### src/rtl/pbc_pkg.sv
package pbc_pkg;
  // Dominant pulse width in prescaler ticks
  localparam int unsigned PULSE_TICKS   = 2;
  // Shortest legal bit period in prescaler ticks
  localparam int unsigned MIN_BIT_TICKS = 4;
endpackage

### src/rtl/pbc_bit_timer.sv
module pbc_bit_timer #(
  parameter int unsigned CNT_W = 8
) (
  input  logic             clk,
  input  logic             rst,
  input  logic             tick_i,
  input  logic             sof_i,
  input  logic [CNT_W-1:0] len_i,
  output logic [CNT_W-1:0] phase_o,
  output logic             bound_o
);
  logic [CNT_W-1:0] phase_q;
  logic [CNT_W-1:0] last_w;

  assign last_w  = len_i - 1'b1;
  assign phase_o = phase_q;
  // A bit start is a tick that ends the previous period; sof has priority
  assign bound_o = tick_i && !sof_i && (phase_q >= last_w);

  always_ff @(posedge clk) begin
    if (rst)
      phase_q <= '0;
    else if (sof_i)
      phase_q <= last_w;
    else if (tick_i)
      phase_q <= bound_o ? '0 : phase_q + 1'b1;
  end
endmodule

### src/rtl/pbc_pulse_tx.sv
module pbc_pulse_tx
  import pbc_pkg::*;
#(
  parameter int unsigned CNT_W = 8
) (
  input  logic             clk,
  input  logic             rst,
  input  logic             tick_i,
  input  logic             sof_i,
  input  logic             bound_i,
  input  logic [CNT_W-1:0] phase_i,
  input  logic             drive_ok_i,
  input  logic             tx_bit_i,
  output logic             line_o,
  output logic             sent_rec_o
);
  localparam logic [CNT_W-1:0] PULSE_END = CNT_W'(PULSE_TICKS - 1);

  always_ff @(posedge clk) begin
    if (rst) begin
      line_o     <= 1'b1;
      sent_rec_o <= 1'b0;
    end else if (sof_i) begin
      line_o     <= 1'b1;
      sent_rec_o <= 1'b0;
    end else if (bound_i) begin
      line_o     <= !(drive_ok_i && !tx_bit_i);
      sent_rec_o <= drive_ok_i && tx_bit_i;
    end else if (tick_i && phase_i == PULSE_END) begin
      line_o     <= 1'b1;
    end
  end
endmodule

### src/rtl/pbc_edge_rx.sv
module pbc_edge_rx #(
  parameter int unsigned SYNC_STAGES = 2
) (
  input  logic clk,
  input  logic rst,
  input  logic sof_i,
  input  logic bound_i,
  input  logic rx_i,
  input  logic loop_i,
  output logic dec_o,
  output logic rx_bit_o,
  output logic rx_valid_o
);
  logic [SYNC_STAGES-1:0] sync_q;
  logic                   bus_w;
  logic                   prev_q;
  logic                   seen_q;
  logic                   fall_w;

  // Wired-AND of the far line with the looped-back own line
  assign bus_w  = sync_q[SYNC_STAGES-1] & loop_i;
  assign fall_w = prev_q & ~bus_w;
  assign dec_o  = !(seen_q || fall_w);

  always_ff @(posedge clk) begin
    if (rst) begin
      sync_q     <= '1;
      prev_q     <= 1'b1;
      seen_q     <= 1'b0;
      rx_bit_o   <= 1'b1;
      rx_valid_o <= 1'b0;
    end else begin
      sync_q     <= {sync_q[SYNC_STAGES-2:0], rx_i};
      prev_q     <= bus_w;
      rx_valid_o <= bound_i;
      if (bound_i) begin
        rx_bit_o <= dec_o;
        seen_q   <= 1'b0;
      end else if (sof_i) begin
        seen_q   <= 1'b0;
      end else if (fall_w) begin
        seen_q   <= 1'b1;
      end
    end
  end
endmodule

### src/rtl/pbc_arb_track.sv
module pbc_arb_track (
  input  logic clk,
  input  logic rst,
  input  logic sof_i,
  input  logic bound_i,
  input  logic sent_rec_i,
  input  logic dec_i,
  output logic lose_now_o,
  output logic lost_o
);
  assign lose_now_o = bound_i && sent_rec_i && !dec_i;

  always_ff @(posedge clk) begin
    if (rst)
      lost_o <= 1'b0;
    else if (sof_i)
      lost_o <= 1'b0;
    else if (lose_now_o)
      lost_o <= 1'b1;
  end
endmodule

### src/rtl/pulse_bit_codec.sv
module pulse_bit_codec
  import pbc_pkg::*;
#(
  parameter int unsigned CNT_W       = 8,
  parameter int unsigned SYNC_STAGES = 2
) (
  input  logic             clk,
  input  logic             rst,
  input  logic             tick_i,
  input  logic [CNT_W-1:0] bit_len_i,
  input  logic             sof_i,
  input  logic             tx_en_i,
  input  logic             tx_bit_i,
  input  logic             rx_i,
  output logic             line_o,
  output logic             rx_bit_o,
  output logic             rx_valid_o,
  output logic             arb_lost_o
);
  localparam logic [CNT_W-1:0] MIN_LEN = CNT_W'(MIN_BIT_TICKS);

  logic [CNT_W-1:0] len_eff;
  logic [CNT_W-1:0] phase;
  logic             bound;
  logic             sent_rec;
  logic             dec;
  logic             lose_now;
  logic             drive_ok;

  assign len_eff  = (bit_len_i < MIN_LEN) ? MIN_LEN : bit_len_i;
  assign drive_ok = tx_en_i && !arb_lost_o && !lose_now;

  pbc_bit_timer #(.CNT_W(CNT_W)) u_timer (
    .clk(clk), .rst(rst), .tick_i(tick_i), .sof_i(sof_i),
    .len_i(len_eff), .phase_o(phase), .bound_o(bound)
  );

  pbc_pulse_tx #(.CNT_W(CNT_W)) u_tx (
    .clk(clk), .rst(rst), .tick_i(tick_i), .sof_i(sof_i),
    .bound_i(bound), .phase_i(phase), .drive_ok_i(drive_ok),
    .tx_bit_i(tx_bit_i), .line_o(line_o), .sent_rec_o(sent_rec)
  );

  pbc_edge_rx #(.SYNC_STAGES(SYNC_STAGES)) u_rx (
    .clk(clk), .rst(rst), .sof_i(sof_i), .bound_i(bound),
    .rx_i(rx_i), .loop_i(line_o), .dec_o(dec),
    .rx_bit_o(rx_bit_o), .rx_valid_o(rx_valid_o)
  );

  pbc_arb_track u_arb (
    .clk(clk), .rst(rst), .sof_i(sof_i), .bound_i(bound),
    .sent_rec_i(sent_rec), .dec_i(dec),
    .lose_now_o(lose_now), .lost_o(arb_lost_o)
  );
endmodule

### config.mk
export PLATFORM = sky130hd
export DESIGN_NAME = pulse_bit_codec
export DESIGN_NICKNAME = d
export VERILOG_FILES = /design/src/rtl/pbc_pkg.sv /design/src/rtl/pbc_bit_timer.sv /design/src/rtl/pbc_pulse_tx.sv /design/src/rtl/pbc_edge_rx.sv /design/src/rtl/pbc_arb_track.sv /design/src/rtl/pulse_bit_codec.sv
export SDC_FILE = /design/constraint.sdc
export NUM_CORES = 1
export LEC_CHECK = 0
export ABC_AREA = 1
export BUFFER_PORTS_ARGS = -buffer_cell sky130_fd_sc_hd__buf_2
export CAP_MARGIN = 20
export CELL_PAD_IN_SITES_DETAIL_PLACEMENT = 0
export CELL_PAD_IN_SITES_GLOBAL_PLACEMENT = 2
export CORE_UTILIZATION = 27
export CTS_CLUSTER_SIZE = 12
export DETAILED_ROUTE_END_ITERATION = 7
export PLACE_DENSITY_LB_ADDON = 0.1
export SLEW_MARGIN = 20
export SYNTH_ARGS = -nofsm -noshare
export SYNTH_HDL_FRONTEND = slang
export SYNTH_SLANG_ARGS = --single-unit
### constraint.sdc
create_clock -name clk -period 2.05 [get_ports clk]
set_input_delay 0.1025 -clock clk [delete_from_list [all_inputs] [get_ports clk]]
set_output_delay 0.1025 -clock clk [all_outputs]
set_load 0.03 [all_outputs]
==> results.json, run 1 <==
{
  "ctsRootBufferMaster": "clkbuf_8",
  "start_util_pct": 28.80,
  "die_w_um": 70.85,
  "synth_seq_cells": 17,
  "holdWs_ns": 0.03189,
  "worstMarginPinSlew_ns": 0.5780,
  "grtUsageTotal_pct": 14.44,
  "synth.most_common_cell": "nand2_1",
  "dpl.cell_count": 279,
  "io_pins": 19,
  "utilization_pct": 39.86,
  "synth_edf_count": 0,
  "grt_pass1_vias": 1322,
  "ant_nets": 0,
  "reg2reg_depth": 11,
  "whs_endpoint": "u_rx.sync_q[0]",
  "p_per_area_nw_per_um2": 492.6,
  "yosysSeqAreaShare_pct": 26.59,
  "max_stage_delay_ns": 0.26,
  "crit_start": "bit_len_i[7]",
  "synth_cell_type_count": 29,
  "grt_overflow": 0,
  "r2r_end": "u_timer.phase_o[2]",
  "htree_levels": 1,
  "hold_buffers": 0,
  "min_path_type": "input pin to flip-flop",
  "grt_pass1_wl_mm": 5.796,
  "crit_required_ns": 2.19,
  "total_power_uw": 872.7,
  "vias_per_cell": 4.740,
  "vias": 1351,
  "dr.pass1.iters": 6,
  "fill_cells": 501,
  "io_buffer_count": 18,
  "avgRoutedWirePerCell_um": 12.13,
  "final.setup_skew_ns": 0.001694,
  "avgSynthCellArea_um2": 6.531,
  "clk_latency_ns": 0.25,
  "syn_nets": 222,
  "fin_nets": 260,
  "timing.slew.headroom_pct": 61.32,
  "min-delay-start": "rx_i",
  "timing.final.hold_violations": 0,
  "grt_max_degree": 13,
  "rows": 24,
  "ys_top_cells_by_area": "dfxtp_1 27%, nand2_1 15%, ha_1 11%",
  "clockBufferDepth": 2,
  "yosysWarningCount": 0,
  "synth_top_area_share_pct": 26.59,
  "path_class": "input pin to flip-flop",
  "gp_congestion": 0.8291,
  "ys_dominant_reg_cell": "dfxtp_1",
  "cts_tree": "done",
  "regArea_um2": 340.3,
  "maxCapViolCount": 0,
  "drive_gt1_share_pct": 32.62,
  "finalMaxSlewViolations": 0,
  "crit_top_cell": "nand2_4",
  "cts_sinks": 17,
  "finalCritPeriodShare_pct": 93.20,
  "die_y_um": 70.85,
  "die_area_um2": 5020,
  "min_period_ns": 1.911,
  "antenna_found_initial": 0,
  "synthTopCellsByCount": "52 x nand2_1, 35 x inv_1, 17 x dfxtp_1",
  "max_freq_mhz": 523.4,
  "crit_path_top_delay_cell": "ha_4",
  "finalSetupViolations": 0,
  "cts-buffers-inserted": 3,
  "syn_to_final_growth_pct": 38.42,
  "drc": 0,
  "multi_input_area_um2": 939.7,
  "drt-initial-drc-count": 89,
  "cp.arrival_ns": 2.05,
  "async_flop_share_pct": 0,
  "critPathCaptureType": "flip-flop",
  "worstPathMaxFanout": 6,
  "path_clk_slew_ns": 0.07,
  "reg2reg_from": "u_timer.phase_o[0]",
  "cp-start-kind": "input pin",
  "cp_cell_sequence": "buf_6 > nor2_2 > nand2_2 > inv_2 > nand2_4 > nand2_4 > ha_4 > nand4_1 > inv_1 > nand2_1 > nand2_2 > inv_2 > ha_4 > nand2_4 > o21a_4 > nand2_8 > nand2_8 > a21oi_2 > nand3_1",
  "fp.coreArea_um2": 4444,
  "layoutNonFillerInstCount": 285,
  "syn_area_um2": 1280,
  "n_antenna_cell": 0,
  "status": "completed",
  "drt-total-wl_mm": 3.457,
  "netlist_instances": 196,
  "rrSetupSlack_ns": 0.32,
  "holdPathStages": 2,
  "yosys.area.top_type": "dfxtp_1",
  "peakVddDrop_mv": 0.2260,
  "dp_hpwl_mm": 2.751,
  "leakage_nw": 0.8873
}
-- worst max path at each step --
stage | end | slack, ns | depth (start not counted)
2_1_floorplan | u_tx.line_o | 0.03 | 18
3_3_place_gp | u_tx.line_o | -0.26 | 19
3_5_place_dp | u_tx.line_o | -0.29 | 19
4_1_cts | u_timer.phase_o[5] | 0.004 | 19
5_1_grt | u_tx.line_o | -0.02 | 19
6_report | u_tx.line_o | 0.14 | 19
-- sequential cells by signal (all words and copies together), names as in the netlist --
register,count
u_timer.phase_o,8
u_rx.sync_q,2
u_arb.lost_o,1
u_rx.prev_q,1
u_rx.rx_bit_o,1
u_rx.rx_valid_o,1
u_rx.seen_q,1
u_tx.line_o,1
u_tx.sent_rec_o,1
-- power by group --
part           internal (mW)  switching (mW)  total [mW]
clock network          0.135           0.113       0.248
logic                  0.112           0.150       0.262
registers              0.346          0.0166       0.363
-- through the flow --
stage | area (um2) | setup TNS (ns) | setup WS [ns]
6_report | 1772 | 0 | 0.1394
2_1_floorplan | 1287 | 0 | 0.03316
4_1_cts | 1592 | 0 | 0.003642
5_1_grt | 1772 | -0.01701 | -0.01701
3_5_place_dp | 1540 | -3.409 | -0.2946
3_3_place_gp | 1540 | -2.730 | -0.2603
-- cell type report --
cell class | instances | share of cell area (%)
Clock inverter | 1 | 0.2825
Inverter | 36 | 7.768
Sequential cell | 17 | 19.21
Timing Repair Buffer | 35 | 13.70
Clock buffer | 3 | 2.331
Tap cell | 52 | 3.672
Multi-Input combinational cell | 141 | 53.04
-- placed cells by master (no fill, tap or decap), drive strengths merged --
cell | netlist | routed
xnor2 | 2 | 2
o31ai | 2 | 2
xor2 | 3 | 3
inv | 35 | 35
nor3 | 2 | 2
clkbuf | 1 | 3
buf | 1 | 35
nand4 | 8 | 8
a21boi | 1 | 1
and2 | 2 | 2
dfxtp | 17 | 17
nand3 | 14 | 14
a31o | 1 | 1
nand2 | 54 | 54
nor2 | 17 | 17
clkinv | 1 | 2
a22oi | 2 | 2
o211ai | 1 | 1
or2 | 2 | 2
o21a | 1 | 1
a21oi | 14 | 14
o21ai | 4 | 4
ha | 11 | 11
-- cell families (layout without fill, tap and decap cells) --
kind of cell    count (synthesis)  in the layout  synth area share, %
buf+inv                        38             75                11.73
simple gates                   99             99                35.09
fa+ha+maj                      11             11                10.75
flops                          17             17                26.59
compound gates                 26             26                12.42
xor+xnor                        5              5                3.422
-- what timing repair did --
action,CTS,global route
pin swaps,0,23
buffers inserted,0,2
setup endpoints to repair,5,14
resized for setup,1,40
-- worst max-delay path, delay by kind of cell --
family / cells / cell delay, ns
buffers and inverters: 4 / 0.29
AOI/OAI and AO/OA: 2 / 0.35
and+or+nand+nor: 11 / 0.89
adders and majority gates: 2 / 0.42
-- per-layer routing --
metal / vias up / part of all wire (%) / wire length [um] / track usage (%)
met5: - / 0 / 0 / 0
li1: 700 / - / - / -
met4: 0 / 0.61 / 21 / 4.000
met3: 2 / 2.1 / 73 / 1.282
met1: 634 / 50 / 1738 / 19.91
met2: 15 / 47 / 1624 / 24.15
Note: power is estimated with default switching activity, not from simulation.
==> run 2: changes to the inputs <==
- BUFFER_PORTS_ARGS: -buffer_cell sky130_fd_sc_hd__buf_2 -> unset
- CORE_MARGIN: unset -> 5
- CORE_UTILIZATION: 27 -> 30
- DONT_BUFFER_PORTS: unset -> 1
==> run 2 against run 1 <==
Die area up 13%. Global-route usage down 1.9 points. Total power down 7.9%. Cell count down 8.1%. Via count down 6.4%. First-iteration DRC count down 56%. Clock-buffer cell count up 1. Register-to-register slack about the same. Combinational power down 26%. Clock power about the same. Routed wire length down 3.4%. Critical path depth unchanged.
==> results.json, run 2 (synthesis results as in run 1) <==
{
  "crit_top_cell": "nand2_2",
  "min_path_type": "input pin to flip-flop",
  "grtUsageTotal_pct": 12.58,
  "rrSetupSlack_ns": 0.33,
  "place_ws_ns": -0.1708,
  "max_stage_delay_ns": 0.27,
  "gp_congestion": 0.7693,
  "fp.coreArea_um2": 4058,
  "finalSetupViolations": 0,
  "finalMaxSlewViolations": 0,
  "drive_gt1_share_pct": 16.04,
  "utilization_pct": 37.77,
  "avgRoutedWirePerCell_um": 12.75,
  "htree_levels": 1,
  "cts-buffers-inserted": 3,
  "most-common-layout-cells": "47 x nand2_1, 35 x inv_1, 17 x dfxtp_1",
  "rsz0062_at_grt": "no",
  "final_cell_area_um2": 1533,
  "layoutNonFillerInstCount": 262,
  "cp.arrival_ns": 1.95,
  "timing.slew.headroom_pct": 60.86,
  "placed_area_um2": 1403,
  "leakage_nw": 0.7710,
  "io_buffer_count": 0,
  "rows": 23,
  "status": "completed",
  "final_common_cell": "nand2_1",
  "start_util_pct": 31.54,
  "timing.final.hold_violations": 0,
  "die_w_um": 75.32,
  "dpl.cell_count": 253,
  "die_y_um": 75.32,
  "worstPathMaxFanout": 6,
  "critPathCaptureType": "flip-flop",
  "min-delay-start": "tx_bit_i",
  "n_antenna_cell": 0,
  "crit_start": "bit_len_i[6]",
  "drt-initial-drc-count": 39,
  "worstMarginPinSlew_ns": 0.5849,
  "cp_cell_sequence": "nor2_2 > nand2_1 > inv_1 > nand2_2 > nand2_2 > ha_4 > nand4_1 > inv_1 > nand2_1 > nand2_1 > inv_1 > ha_1 > nand2_2 > nor2_1 > nand2_2 > nand2_4 > nand2_4 > a21oi_1 > nand3_1",
  "fill_cells": 444,
  "crit_path_top_delay_cell": "ha_1",
  "cts_tree": "done",
  "r2r_end": "u_timer.phase_o[2]",
  "cp-start-kind": "input pin",
  "drc": 0,
  "fin_nets": 239,
  "p_per_area_nw_per_um2": 524.7,
  "largest_reg_flops": 8,
  "whs_endpoint": "u_tx.sent_rec_o",
  "grt_max_degree": 12,
  "tns_ns": 0,
  "syn_to_final_growth_pct": 19.75,
  "drt-total-wl_mm": 3.341,
  "cts_sinks": 17,
  "vias_per_cell": 4.828,
  "clk_latency_ns": 0.24,
  "grt_pass1_vias": 1208,
  "grt_overflow": 0,
  "min_period_ns": 1.814,
  "finalCritPeriodShare_pct": 88.51,
  "dp_hpwl_mm": 2.688,
  "maxCapViolCount": 0,
  "path_class": "input pin to flip-flop",
  "die_area_um2": 5673,
  "peakVddDrop_mv": 0.2776,
  "dr.pass1.iters": 4,
  "final.setup_skew_ns": 0.003195,
  "final.setup.worst_slack_ns": 0.2356,
  "reg2reg_depth": 11,
  "total_power_uw": 804.2,
  "holdWs_ns": 0.04945,
  "grt_pass1_wl_mm": 5.575,
  "antenna_found_initial": 0,
  "reg2reg_from": "u_timer.phase_o[0]",
  "io_pins": 19,
  "ctsRootBufferMaster": "clkbuf_8",
  "clockBufferDepth": 2,
  "vias": 1265,
  "max_freq_mhz": 551.1,
  "holdPathStages": 2,
  "crit_required_ns": 2.18,
  "path_clk_slew_ns": 0.06,
  "ant_nets": 0
}
==> run 2: cell count changes in the layout (fill, tap and decap cells not counted), sizes merged <==
cell,delta
buf,-24
clkbuf,+1
clkinv,-1
dlygate4sd3,+3
==> run 2: worst max-delay path by stage <==
stage | to | slack [ns] | depth (start not counted)
floorplan | u_tx.line_o | 0.03 | 18
global placement | u_tx.line_o | -0.16 | 18
detailed placement | u_timer.phase_o[2] | -0.17 | 17
CTS | u_timer.phase_o[2] | 0.09 | 17
global route | u_timer.phase_o[2] | 0.03 | 19
finish | u_tx.line_o | 0.24 | 19
==> run 2: routing by layer <==
metal  vias to the layer above  global-route usage (%)  wire [um]
met1                       585                   17.85       1636
met4                         0                   1.748         17
met3                         2                   2.639        127
met5                         -                       0          0
met2                        18                   20.13       1561
li1                        660                       -          -
==> run 2: layout make-up <==
cell class	instances	area (um2)	area share [%]
clock buffer	4	45.04	2.939
inverter	36	135.1	8.816
multi-input combinational	141	837.1	54.61
sequential	17	340.3	22.20
tap	50	62.56	4.082
timing repair buffer	14	112.6	7.347
==> run 2: critical path: cells and delay by family <==
kind,cells,cell delay [ns]
adders and majority gates,2,0.41
AOI/OAI and AO/OA,1,0.13
and+or+nand+nor,13,1.11
buffers and inverters,3,0.19
==> run 2: power by group <==
part	internal (mW)	leakage, nW	total, mW	switching (mW)
clock network	0.138	0.0228	0.245	0.108
logic	0.0830	0.609	0.193	0.110
registers	0.346	0.139	0.366	0.0200
==> run 2: repair_timing <==
item | 4_1_cts | 5_1_grt
gates resized for setup | 0 | 10
endpoints found under the hold margin | 12 | 0
hold buffers | 3 | 0
setup buffers | 0 | 2
setup endpoints to repair | 0 | 13
==> run 3: changes to the inputs <==
- CORE_UTILIZATION: 30 -> 33
- GPL_ROUTABILITY_DRIVEN: unset -> 0
- HOLD_SLACK_MARGIN: unset -> 0.15
- clock period: 2.05 -> 1.7 ns (I/O delays scaled with it)
==> run 3 against run 2 <==
The run now ends with hold timing, setup timing left. Utilization rose by 12 points. Worst setup slack got worse by 0.29 ns. Routed wire length grew 2.8%. Final area up 20%. Critical endpoint is now u_timer.phase_o[7]. Combinational power rose by 63%.
==> results.json, run 3 (synthesis results as in run 1) <==
{
  "status": "complete, but fails checks",
  "violations": "hold timing, setup timing",
  "most-common-layout-cells": "39 x nand2_1, 32 x buf_4, 31 x inv_1",
  "syn_to_final_growth_pct": 43.79,
  "total_power_mw": 1.046,
  "dr.pass1.iters": 4,
  "drt-initial-drc-count": 73,
  "final.setup_skew_ns": 0.003897,
  "grt_pass1_wl_mm": 5.754,
  "path_clk_slew_ns": 0.07,
  "ant_nets": 0,
  "final_cell_area_um2": 1841,
  "vias_per_cell": 4.664,
  "timing.final.hold_violations": 8,
  "leakage_nw": 0.9109,
  "final.setup.worst_slack_ns": -0.05897,
  "cts_tree": "done",
  "max_freq_mhz": 568.5,
  "layoutNonFillerInstCount": 286,
  "place_ws_ns": -0.4248,
  "finalSetupViolations": 9,
  "path_class": "input pin to flip-flop",
  "swShare_pct": 29.81,
  "ctsRootBufferMaster": "clkbuf_8",
  "crit_required_ns": 1.89,
  "hold_buffers": 8,
  "grt_overflow": 0,
  "clk_latency_ns": 0.25,
  "dp_hpwl_mm": 2.685,
  "cts-buffers-inserted": 3,
  "fin_nets": 265,
  "peakVddDrop_mv": 0.3968,
  "drt-total-wl_mm": 3.434,
  "cts_sinks": 17,
  "antenna_found_initial": 0,
  "avgRoutedWirePerCell_um": 12.01,
  "grtUsageTotal_pct": 13.74,
  "placed_area_um2": 1521,
  "fp.coreArea_um2": 3716,
  "htree_levels": 1,
  "p_per_area_nw_per_um2": 568.3,
  "critPathCaptureType": "flip-flop",
  "worstPathMaxFanout": 6,
  "finalCritPeriodShare_pct": 103.5,
  "grt_pass1_vias": 1304,
  "min_path_type": "input pin to flip-flop",
  "n_antenna_cell": 0,
  "io_pins": 19,
  "internal_power_uw": 734.2,
  "p_seq_share_pct": 41.2,
  "rows": 22,
  "holdWs_ns": -0.1087,
  "start_util_pct": 34.44,
  "p_comb_share_pct": 30.0,
  "timing.slew.headroom_pct": 57.85,
  "drive_gt1_share_pct": 32.77,
  "vias": 1334,
  "grt_max_degree": 13,
  "clockPowerShare_pct": 28.8,
  "die_y_um": 72.28,
  "clockBufferDepth": 2,
  "die_w_um": 72.28,
  "min_period_ns": 1.759,
  "p_sw_uw": 311.9,
  "die_area_um2": 5224,
  "rsz0062_at_grt": "yes",
  "fill_cells": 385,
  "io_buffer_count": 0,
  "largest_reg_flops": 8,
  "dpl.cell_count": 263,
  "worstMarginPinSlew_ns": 0.6299,
  "drc": 0,
  "final_common_cell": "nand2_1",
  "cp.arrival_ns": 1.95,
  "finalMaxSlewViolations": 0,
  "maxCapViolCount": 0,
  "cp-start-kind": "input pin"
}
## run 3: final timing paths
check,from,endpoint,slack (ns),cells past startpoint
setup / recovery,bit_len_i[5],u_timer.phase_o[7],-0.06,18
setup reg to reg,u_timer.phase_o[0],u_timer.phase_o[7],0.01,11
hold / removal,rst,u_timer.phase_o[5],-0.11,1
hold reg to reg,u_rx.sync_q[1],u_rx.prev_q,0.49,2
## run 3: power groups by stage
stage	clock, mW	sequential (mW)	combinational [mW]
floorplan	0	0.447	0.160
global placement	0	0.439	0.241
detailed placement	0	0.439	0.243
CTS	0.314	0.430	0.289
global route	0.332	0.433	0.355
finish	0.301	0.431	0.314
## run 3: worst max-delay path, stage by stage
cell     delay, ns
nor2_4        0.10
nand2_2       0.06
inv_2         0.06
nand2_4       0.06
nand2_4       0.08
ha_4          0.15
nand4_1       0.09
inv_1         0.07
nand2_1       0.05
nand2_2       0.07
inv_2         0.04
ha_4          0.15
a21oi_2       0.11
o21a_1        0.19
nand2_4       0.10
nor2_4        0.24
nand2_1       0.08
a21oi_1       0.13
## run 3: final cells by class
type / count / area [um2] / area share, %
Multi-Input combinational cell: 141 / 937.1 / 50.92
Sequential cell: 17 / 340.3 / 18.49
Timing Repair Buffer: 40 / 320.3 / 17.40
Inverter: 36 / 137.6 / 7.478
Tap cell: 48 / 60.06 / 3.263
Clock buffer: 4 / 45.04 / 2.447
## run 3: layer usage
metal	track usage (%)	share of wire [%]	vias up
met5	0	0	-
met4	1.879	0.29	0
met3	4.017	4.7	2
met2	23.46	49	16
met1	17.48	46	599
li1	-	-	717
## run 3: metrics by stage
step / TNS (ns) / utilization, % / hold WS [ns]
detailed placement: -4.918 / 40.94 / 0.1509
floorplan: -1.871 / - / 0.1888
global placement: -5.201 / 40.94 / 0.1514
global route: -1.949 / 49.53 / -0.1250
CTS: -0.3341 / 47.00 / -0.1186
finish: -0.2829 / 49.53 / -0.1087
## run 3: what timing repair did
| item | 4_1_cts | 5_1_grt |
|---|---|---|
| endpoints found under the setup margin | 13 | 14 |
| resized for setup | 10 | 21 |
| hold endpoints to repair | 17 | 8 |
| pin swaps | 15 | 17 |
| setup buffers | 9 | 2 |
